$ cat config.mk
export PLATFORM = sky130hd
export DESIGN_NAME = gated_store_buffer
export DESIGN_NICKNAME = d
export VERILOG_FILES = /design/src/rtl/gsb_pkg.sv /design/src/rtl/gsb_ctrl.sv /design/src/rtl/gsb_data.sv /design/src/rtl/gated_store_buffer.sv
export SDC_FILE = /design/constraint.sdc
export NUM_CORES = 1
export LEC_CHECK = 0
export ABC_CLOCK_PERIOD_IN_PS = 6100
export BUFFER_PORTS_ARGS = -buffer_cell sky130_fd_sc_hd__clkbuf_2
export CORE_ASPECT_RATIO = 1.2
export CORE_MARGIN = 2
export CORE_UTILIZATION = 45
export DETAILED_ROUTE_END_ITERATION = 10
export GPL_TIMING_DRIVEN = 0
export SLEW_MARGIN = 20
export SYNTH_ARGS = -nofsm -noshare
export SYNTH_HDL_FRONTEND = slang
export SYNTH_HIERARCHICAL = 1
export SYNTH_SLANG_ARGS = --single-unit
$ cat constraint.sdc
create_clock -name clk -period 6.1 [get_ports clk]
set_input_delay 0.915 -clock clk [delete_from_list [all_inputs] [get_ports clk]]
set_output_delay 0.915 -clock clk [all_outputs]
set_load 0.01 [all_outputs]
$ cat src/rtl/gsb_pkg.sv
package gsb_pkg;
  // strobes from control to datapath
  typedef struct packed {
    logic wrEn;    // capture the incoming store at wrIdx
    logic drainEn; // head entry is being written to memory
  } gsbStrobe_t;
endpackage

$ cat src/rtl/gsb_ctrl.sv
module gsb_ctrl
  import gsb_pkg::*;
#(
  parameter int DEPTH = 8,
  localparam int IW = $clog2(DEPTH),
  localparam int CW = $clog2(DEPTH + 1)
) (
  input  logic          clk,
  input  logic          rstN,
  input  logic          stValid,
  output logic          stReady,
  input  logic          commit,
  input  logic          rollback,
  output gsbStrobe_t    strobe,
  output logic [IW-1:0] headIdx,
  output logic [IW-1:0] wrIdx,
  output logic [CW-1:0] occ
);
  // DEPTH is expected to be a power of two so indices wrap naturally
  logic [IW-1:0] headQ;
  logic [CW-1:0] totalQ, commitQ;
  logic [CW-1:0] totalD, commitD;
  logic [CW-1:0] totAfterDrain, comAfterDrain;
  logic          drain, accept, wrD;

  assign drain   = (commitQ != '0);
  assign stReady = (totalQ != CW'(DEPTH));
  assign accept  = stValid && stReady;

  assign totAfterDrain = totalQ - CW'(drain);
  assign comAfterDrain = commitQ - CW'(drain);

  always_comb begin
    totalD  = totAfterDrain + CW'(accept);
    commitD = comAfterDrain;
    wrD     = accept;
    if (commit) begin
      // everything already held becomes committed; new store opens next region
      commitD = totAfterDrain;
    end else if (rollback) begin
      totalD  = comAfterDrain;
      wrD     = 1'b0;
    end
  end

  always_ff @(posedge clk) begin
    if (!rstN) begin
      headQ   <= '0;
      totalQ  <= '0;
      commitQ <= '0;
    end else begin
      headQ   <= headQ + IW'(drain);
      totalQ  <= totalD;
      commitQ <= commitD;
    end
  end

  assign strobe.wrEn    = wrD;
  assign strobe.drainEn = drain;
  assign headIdx        = headQ;
  assign wrIdx          = headQ + IW'(totalQ);
  assign occ            = totalQ;

  // without a pending commit and no commit strobe, no write starts
  assert_no_write_uncommitted_R2: assert property (@(posedge clk) disable iff (!rstN)
    (!strobe.drainEn && !commit) |=> !strobe.drainEn);

  // a rollback with nothing committed leaves memory idle afterwards
  assert_rollback_quiet_R4: assert property (@(posedge clk) disable iff (!rstN)
    (rollback && !commit && !strobe.drainEn) |=> !strobe.drainEn);

  // a full buffer that neither drains nor rolls back stays full
  assert_no_overflow_R9: assert property (@(posedge clk) disable iff (!rstN)
    (!stReady && !strobe.drainEn && !rollback) |=> !stReady);

  // commit wins over a simultaneous rollback
  assert_commit_wins_R10: assert property (@(posedge clk) disable iff (!rstN)
    (commit && rollback && !strobe.drainEn && occ != '0) |=> strobe.drainEn);

  // committed count never exceeds occupancy
  assert_commit_bound_R3: assert property (@(posedge clk) disable iff (!rstN)
    commitQ <= totalQ);
endmodule

$ cat src/rtl/gsb_data.sv
module gsb_data
  import gsb_pkg::*;
#(
  parameter int DEPTH = 8,
  parameter int AW = 8,
  parameter int DW = 16,
  localparam int IW = $clog2(DEPTH),
  localparam int CW = $clog2(DEPTH + 1)
) (
  input  logic          clk,
  input  logic          rstN,
  input  gsbStrobe_t    strobe,
  input  logic [IW-1:0] headIdx,
  input  logic [IW-1:0] wrIdx,
  input  logic [CW-1:0] occ,
  input  logic [AW-1:0] stAddr,
  input  logic [DW-1:0] stData,
  output logic [AW-1:0] memWrAddr,
  output logic [DW-1:0] memWrData,
  input  logic [AW-1:0] ldAddr,
  input  logic [DW-1:0] memRdData,
  output logic          ldHit,
  output logic [DW-1:0] ldData
);
  logic [AW-1:0] entAddr [DEPTH];
  logic [DW-1:0] entData [DEPTH];

  for (genvar g = 0; g < DEPTH; g++) begin : gEntry
    always_ff @(posedge clk) begin
      if (strobe.wrEn && wrIdx == IW'(g)) begin
        entAddr[g] <= stAddr;
        entData[g] <= stData;
      end
    end
  end

  assign memWrAddr = entAddr[headIdx];
  assign memWrData = entData[headIdx];

  // scan oldest to youngest; the last match wins
  always_comb begin
    ldHit  = 1'b0;
    ldData = memRdData;
    for (int age = 0; age < DEPTH; age++) begin
      if (CW'(age) < occ && entAddr[headIdx + IW'(age)] == ldAddr) begin
        ldHit  = 1'b1;
        ldData = entData[headIdx + IW'(age)];
      end
    end
  end

  // an empty buffer can never hit
  assert_empty_miss_R8: assert property (@(posedge clk) disable iff (!rstN)
    (occ == '0) |-> !ldHit);
endmodule

$ cat src/rtl/gated_store_buffer.sv
module gated_store_buffer
  import gsb_pkg::*;
#(
  parameter int DEPTH = 8,
  parameter int AW = 8,
  parameter int DW = 16
) (
  input  logic          clk,
  input  logic          rstN,
  input  logic          stValid,
  output logic          stReady,
  input  logic [AW-1:0] stAddr,
  input  logic [DW-1:0] stData,
  input  logic          commit,
  input  logic          rollback,
  output logic          memWrEn,
  output logic [AW-1:0] memWrAddr,
  output logic [DW-1:0] memWrData,
  input  logic [AW-1:0] ldAddr,
  input  logic [DW-1:0] memRdData,
  output logic          ldHit,
  output logic [DW-1:0] ldData
);
  localparam int IW = $clog2(DEPTH);
  localparam int CW = $clog2(DEPTH + 1);

  gsbStrobe_t    strobe;
  logic [IW-1:0] headIdx, wrIdx;
  logic [CW-1:0] occ;

  gsb_ctrl #(.DEPTH(DEPTH)) uCtrl (
    .clk(clk), .rstN(rstN), .stValid(stValid), .stReady(stReady),
    .commit(commit), .rollback(rollback), .strobe(strobe),
    .headIdx(headIdx), .wrIdx(wrIdx), .occ(occ)
  );

  gsb_data #(.DEPTH(DEPTH), .AW(AW), .DW(DW)) uData (
    .clk(clk), .rstN(rstN), .strobe(strobe), .headIdx(headIdx), .wrIdx(wrIdx),
    .occ(occ), .stAddr(stAddr), .stData(stData), .memWrAddr(memWrAddr),
    .memWrData(memWrData), .ldAddr(ldAddr), .memRdData(memRdData),
    .ldHit(ldHit), .ldData(ldData)
  );

  assign memWrEn = strobe.drainEn;
endmodule

* Yosys cells after proc, flatten, opt, wreduce, memory -nomap -nowiden
Memory sizes are Yosys's and may differ from the RTL's. A register that Yosys moved wholly into a read port is not among the register bits. Cells that the tools add are included. W data, S select, Z words.
Operators by class: $add $sub $neg 12, $lt $le $gt $ge 8, equal/unequal tests 16, multiplexer cells 81, reductions and logical operators 33
Operators by type and width (count):
- $mux W16 | 15
- $reduce_or A16 Y1 | 7
- $eq A8 B8 Y1 | 8
- $mux W8 | 7
- $reduce_or A8 Y1 | 7
- $mux W3 | 16
- $mux W1 | 40
- $logic_and A1 B1 Y1 | 17
- $lt A3 B4 Y1 const A | 4
- $add A3 B3 Y3 const B | 4
- $eq A3 B3 Y1 const B | 4
- $mux W4 | 3
- $lt A1 B4 Y1 const A | 2
- $lt A2 B4 Y1 const A | 2
- $sub A4 B1 Y4 | 2
- $add A3 B2 Y3 const B | 2
- $eq A3 B2 Y1 const B | 2
- $add A4 B1 Y4 | 1
- $ne A4 B4 Y1 const B | 1
- $reduce_bool A4 Y1 | 1
- $add A3 B1 Y3 | 1
- $add A3 B1 Y3 const B | 1
- $add A3 B3 Y3 | 1
- $eq A3 B1 Y1 const B | 1
- $logic_not A3 Y1 | 1
Word-level totals: flip-flop bits (word level) 11, memory bits (writable) 192, input port bits 53, output and inout bits 43, logic and storage cells 155, memories 2
Memory list:
- uData.entData | depth 8, bits a word 16, read ports 8, clocked after Yosys merged registers in 1, wr ports 1, line gsb_data.sv:26 | logic [DW-1:0] entData [DEPTH];
- uData.entAddr | depth 8, bits a word 8, read ports 8, clocked after Yosys merged registers in 1, wr ports 1, line gsb_data.sv:25 | logic [AW-1:0] entAddr [DEPTH];

* Depth between registers and ports, before layout
depth after elaboration 15, depth in mapped cells 18

* Modules after synthesis
The synthesis kept the hierarchy.
By module, submodules not included:
- gsb_data | times used 1, cells each 1267, area each 16208.0 um^2, seq. area each 5765.5 um^2
- gsb_ctrl | times used 1, cells each 85, area each 764.5 um^2, seq. area each 220.2 um^2

* Worst setup path before layout
OpenSTA, ideal clock, no wires.
kind register -> output, start register uCtrl.headQ[0], in the netlist uCtrl/headIdx[0], end output port ldData[10], arrival time 3.882 ns, required time 5.185 ns, slack 1.303 ns, cell stages (with the launch flop) 17, buffers on the path 5, cells stage by stage dfxtp_1 > buf_4 > inv_2 > buf_2 > ha_1 > buf_2 > buf_2 > mux2i_1 > mux4_2 > xnor2_1 > a2111oi_1 > nand3_1 > o21a_1 > buf_2 > a221o_1 > a221oi_1 > o21ai_1
On the way: cells in the longest elaborated chain, start to end 11
Ends and longest elaborated chain:
- start, declared | line gsb_ctrl.sv:20 | logic [IW-1:0] headQ;
- start signal, assigned | line gsb_ctrl.sv:52 | headQ <= headQ + IW'(drain);
- $add A3 B1 Y3 | line gsb_data.sv:45, gsb_data.sv:47
- $mem_v2 Z8 W8
- $eq A8 B8 Y1 | line gsb_data.sv:45 | if (CW'(age) < occ && entAddr[headIdx + IW'(age)] == ldAddr) begin
- $logic_and A1 B1 Y1 | line gsb_data.sv:45
- $mux W16 (6 in series) | line gsb_data.sv:45
- $mux W16 * | line gsb_data.sv:45
- end, declared | line gated_store_buffer.sv:22 | output logic [DW-1:0] ldData
Mark *: on every way between the ends. The rest lies on a longest branch, timed or not.

* Worst setup path after layout
start register uCtrl.headQ[1], in the netlist uCtrl/headIdx[1], end output port ldHit
On the way: cells in the longest elaborated chain, start to end 11
Ends and longest elaborated chain:
- $add A3 B1 Y3 | line gsb_data.sv:45
- $mem_v2 Z8 W8 *
- $eq A8 B8 Y1 | line gsb_data.sv:45
- $logic_and A1 B1 Y1 | line gsb_data.sv:45
- $mux W1 (6 in series) | line gsb_data.sv:45
- $mux W1 * | line gsb_data.sv:45
- end, declared | line gated_store_buffer.sv:21 | output logic ldHit,
Marks and branches as above.

==> results.yml <==
grt:
  grt_max_degree: 16
  grt_pass1_wl_um: 89200
  grt_pass1_vias: 13659
  antenna_found_initial: 2
  grt-ovfl-total: 0
  grtUsageTotal_pct: 30.9
synth:
  synth-simple-area-share_pct: 11.1
  synth_top_area_share_pct: 34.0
  synth_edf_count: 192
  netlist_area_um2: 17000
  synth_top_cell_by_area: "edfxtp_1"
  async_flop_share_pct: 0
  synthDistinctLibCells: 88
  yosysSeqAreaShare_pct: 35.3
  ys.warnings.count: 6
  synth_area_leaders: "edfxtp_1 34%, mux4_2 26%, mux2i_1 6.1%"
  synth-compound-area-share_pct: 7.05
  synth_mux_area_share_pct: 36.9
  syn_nets: 1417
  synth_top_family_by_area: "multiplexers"
  ys.flop_type: "edfxtp_1"
  synth_xor_area_share_pct: 4.28
  ys_ff_latch: 203
  syn_avg_cell_area_um2: 12.6
  synth_fa_ha_area_share_pct: 0.929
  syn-instance-count: 1352
sta:
  fin_skew_ns: 0.0219
  fin_crit_sh_pct: 96.7
  fin_crit_ns: 5.90
  hold_viol: 0
  setup-tns-final_ns: 0
  final_max_slew_viol_count: 0
  max_freq_ghz: 0.169
  maxSlewHeadroom_pct: 22.3
  setup_violations: 0
  rsz0062_at_grt: "false"
  worst_pin_slew_ns: 1.17
place:
  place.gp.congestion: 0.964
  dp_hpwl_um: 44400
  numPortBuffers: 89
finish:
  fin_nets: 1554
  layout-drive-gt1-share_pct: 34.7
  nFillCells: 3262
  n_antenna_cell: 0
  area_delta_synth_final_pct: 13.5
cts:
  cts_tree: "built"
  clk_path_buf_depth: 3
  clk_latency_ns: 0.55
  htreeDepth: 1
  clock-sinks: 203
  numCtsBuffers: 23
  ctsHoldBuffers: 0
  cts_root_buffer: "clkbuf_16"
  clk_pin_slew_ns: 0.06
die:
  start_util_pct: 45.9
  dieArea_um2: 39300
  design.core.area_um2: 37000
  die_h_um: 217
  die_w_um: 181
  rows: 77
  io_pins: 96
pwr:
  p_leak_nw: 6.68
  ir_worst_vdd_v: 0.000269
  p_per_area_nw_per_um2: 533
  fin_total_pwr_w: 0.0103
detailed_routing:
  avgRoutedWirePerCell_um: 31.0
  drc: 0
  first_pass_iters: 5
  initialDrtViolationCount: 1660
  wl_um: 61300
  avgViaCountPerCell: 6.86
  ant_nets: 0
  vias: 13592
critical_path:
  setup.worst_path.class: "reg -> out"
  ff2ff_path_depth: 8
  worstPathArrival_ns: 4.99
  end_kind: "output pin"
  crit_fanout: 10
  cp-start-kind: "flip-flop"
  cp.required_ns: 5.18
run_status:
  status: "completed"
worst_hold_path:
  hp-class: "reg -> reg"
  hold_depth: 2
run:
  drv_cap: 0
==> where the power goes <==
part           switching (W)  total [W]  internal (W)
Clock               0.000596    0.00142      0.000821
Combinational        0.00386    0.00682       0.00297
Sequential          0.000236    0.00203       0.00180
==> cell usage after synthesis, types with 4 or more instances <==
library cell    n
a21oi_1        28
a221o_1        10
a221oi_1       14
a31oi_1        14
and2_1          9
and3_1         11
buf_1          12
buf_2          40
buf_4          18
buf_6          12
clkbuf_1       36
dfxtp_1        11
edfxtp_1      192
ha_1           11
inv_1          14
mux2_1          8
mux2_2         46
mux2_4          9
mux2i_1       103
mux4_2        194
nand2_1       155
nand2b_1        7
nand3_1        13
nand3b_1        9
nand4_1        11
nor2_1         79
nor2b_1         7
nor3_1         34
nor3b_1        18
nor4_1          4
o21ai_0        28
o21ai_1        17
o22ai_1        20
o311a_1         6
or4_1           4
xnor2_1        56
xor2_1         20
==> critical path, stage by stage (launching register included) <==
cell and delay, ns:
dfxtp_1 0.41, buf_6 0.18, buf_6 0.20, inv_2 0.15, ha_1 0.31, buf_4 0.18, buf_8 0.19, mux4_2 0.57
nor2_1 0.12, nor2_1 0.05, o22ai_1 0.20, nor4_1 0.10, nand3_1 0.31, clkinv_2 0.40, a41o_1 0.40, or4_1 0.48
clkbuf_2 0.16
==> worst paths after layout <==
| check | start | endpoint | slack (ns) |
|---|---|---|---|
| hold reg to reg | uCtrl/occ[3] | uCtrl/occ[3] | 0.58 |
| setup / recovery | uCtrl/headIdx[1] | ldHit | 0.20 |
| setup reg to reg | uCtrl/occ[1] | uData/entData[1][1] | 3.01 |
| hold / removal | uCtrl/occ[3] | uCtrl/occ[3] | 0.58 |
==> through the flow <==
step                hold slack (ns)  area [um^2]  setup slack [ns]  util, %  instances
global placement              0.575        18000            -0.771     48.7       1915
floorplan                     0.517        17000              1.30        -       1352
CTS                           0.584        19200            0.0109     51.9       1978
finish                        0.583        19300             0.199     52.1       1980
detailed placement            0.567        18300           -0.0549     49.6       1932
global route                  0.604        19300            0.0109     52.1       1980
==> layout by cell type (no fill, tap or decap), types with 9 or more instances in the layout <==
master,count
a31oi_1,14
nand3b_1,9
a21oi_1,28
mux2_4,9
buf_4,40
and2_1,9
clkbuf_2,93
mux4_2,194
buf_2,31
nor2_1,72
o21ai_1,14
nand3_1,12
xor2_1,20
ha_1,11
buf_1,10
a221oi_1,13
edfxtp_1,192
a221o_1,10
xnor2_1,56
nor3_1,32
clkbuf_16,23
nand4_1,11
o22ai_1,20
mux2i_1,103
o21ai_0,28
and3_1,11
buf_6,14
nor3b_1,18
dfxtp_1,10
clkbuf_1,33
nand2_1,154
inv_1,14
mux2_2,46
==> registers in the layout, summed over array words and instances (netlist names) <==
signal,flops
uCtrl/occ,4
uCtrl/commitQ,4
uCtrl/headIdx,3
uData/entData,128
uData/entAddr,64
==> logic make-up after synthesis <==
| logic type | after synthesis |
|---|---|
| AO/OA/AOI/OAI | 173 |
| XOR/XNOR | 79 |
| adder cells (fa/ha/maj) | 12 |
| buffers and inverters | 139 |
| flip-flops | 203 |
| multiplexers | 365 |
| AND/OR/NAND/NOR | 381 |
==> layer usage <==
| layer | wire [um] | part of all wire (%) | vias to the layer above | global-route usage (%) |
|---|---|---|---|---|
| li1 | - | - | 5659 | - |
| met1 | 22300 | 36 | 6808 | 38.3 |
| met2 | 30200 | 49 | 922 | 52.5 |
| met3 | 5500 | 9.0 | 199 | 5.24 |
| met4 | 3310 | 5.4 | 4 | 15.9 |
| met5 | 22 | 0.036 | - | 0 |
==> what timing repair did <==
| item | CTS | global route |
|---|---|---|
| buffers inserted | 4 | 3 |
| pin swaps | 4 | 3 |
| endpoints found under the setup margin | 17 | 17 |
| gates resized for setup | 30 | 18 |
==> final cells by class <==
type / instances / area (um^2) / area share (%)
buffer: 120 / 743 / 3.86
clock inverter: 16 / 168 / 0.870
clock buffer: 26 / 587 / 3.05
inverter: 18 / 71.3 / 0.370
multi-input combinational: 1010 / 10300 / 53.7
tap: 474 / 593 / 3.08
sequential: 203 / 5990 / 31.1
timing repair buffer: 113 / 771 / 4.00
Note: power is estimated with default switching activity, not from simulation.
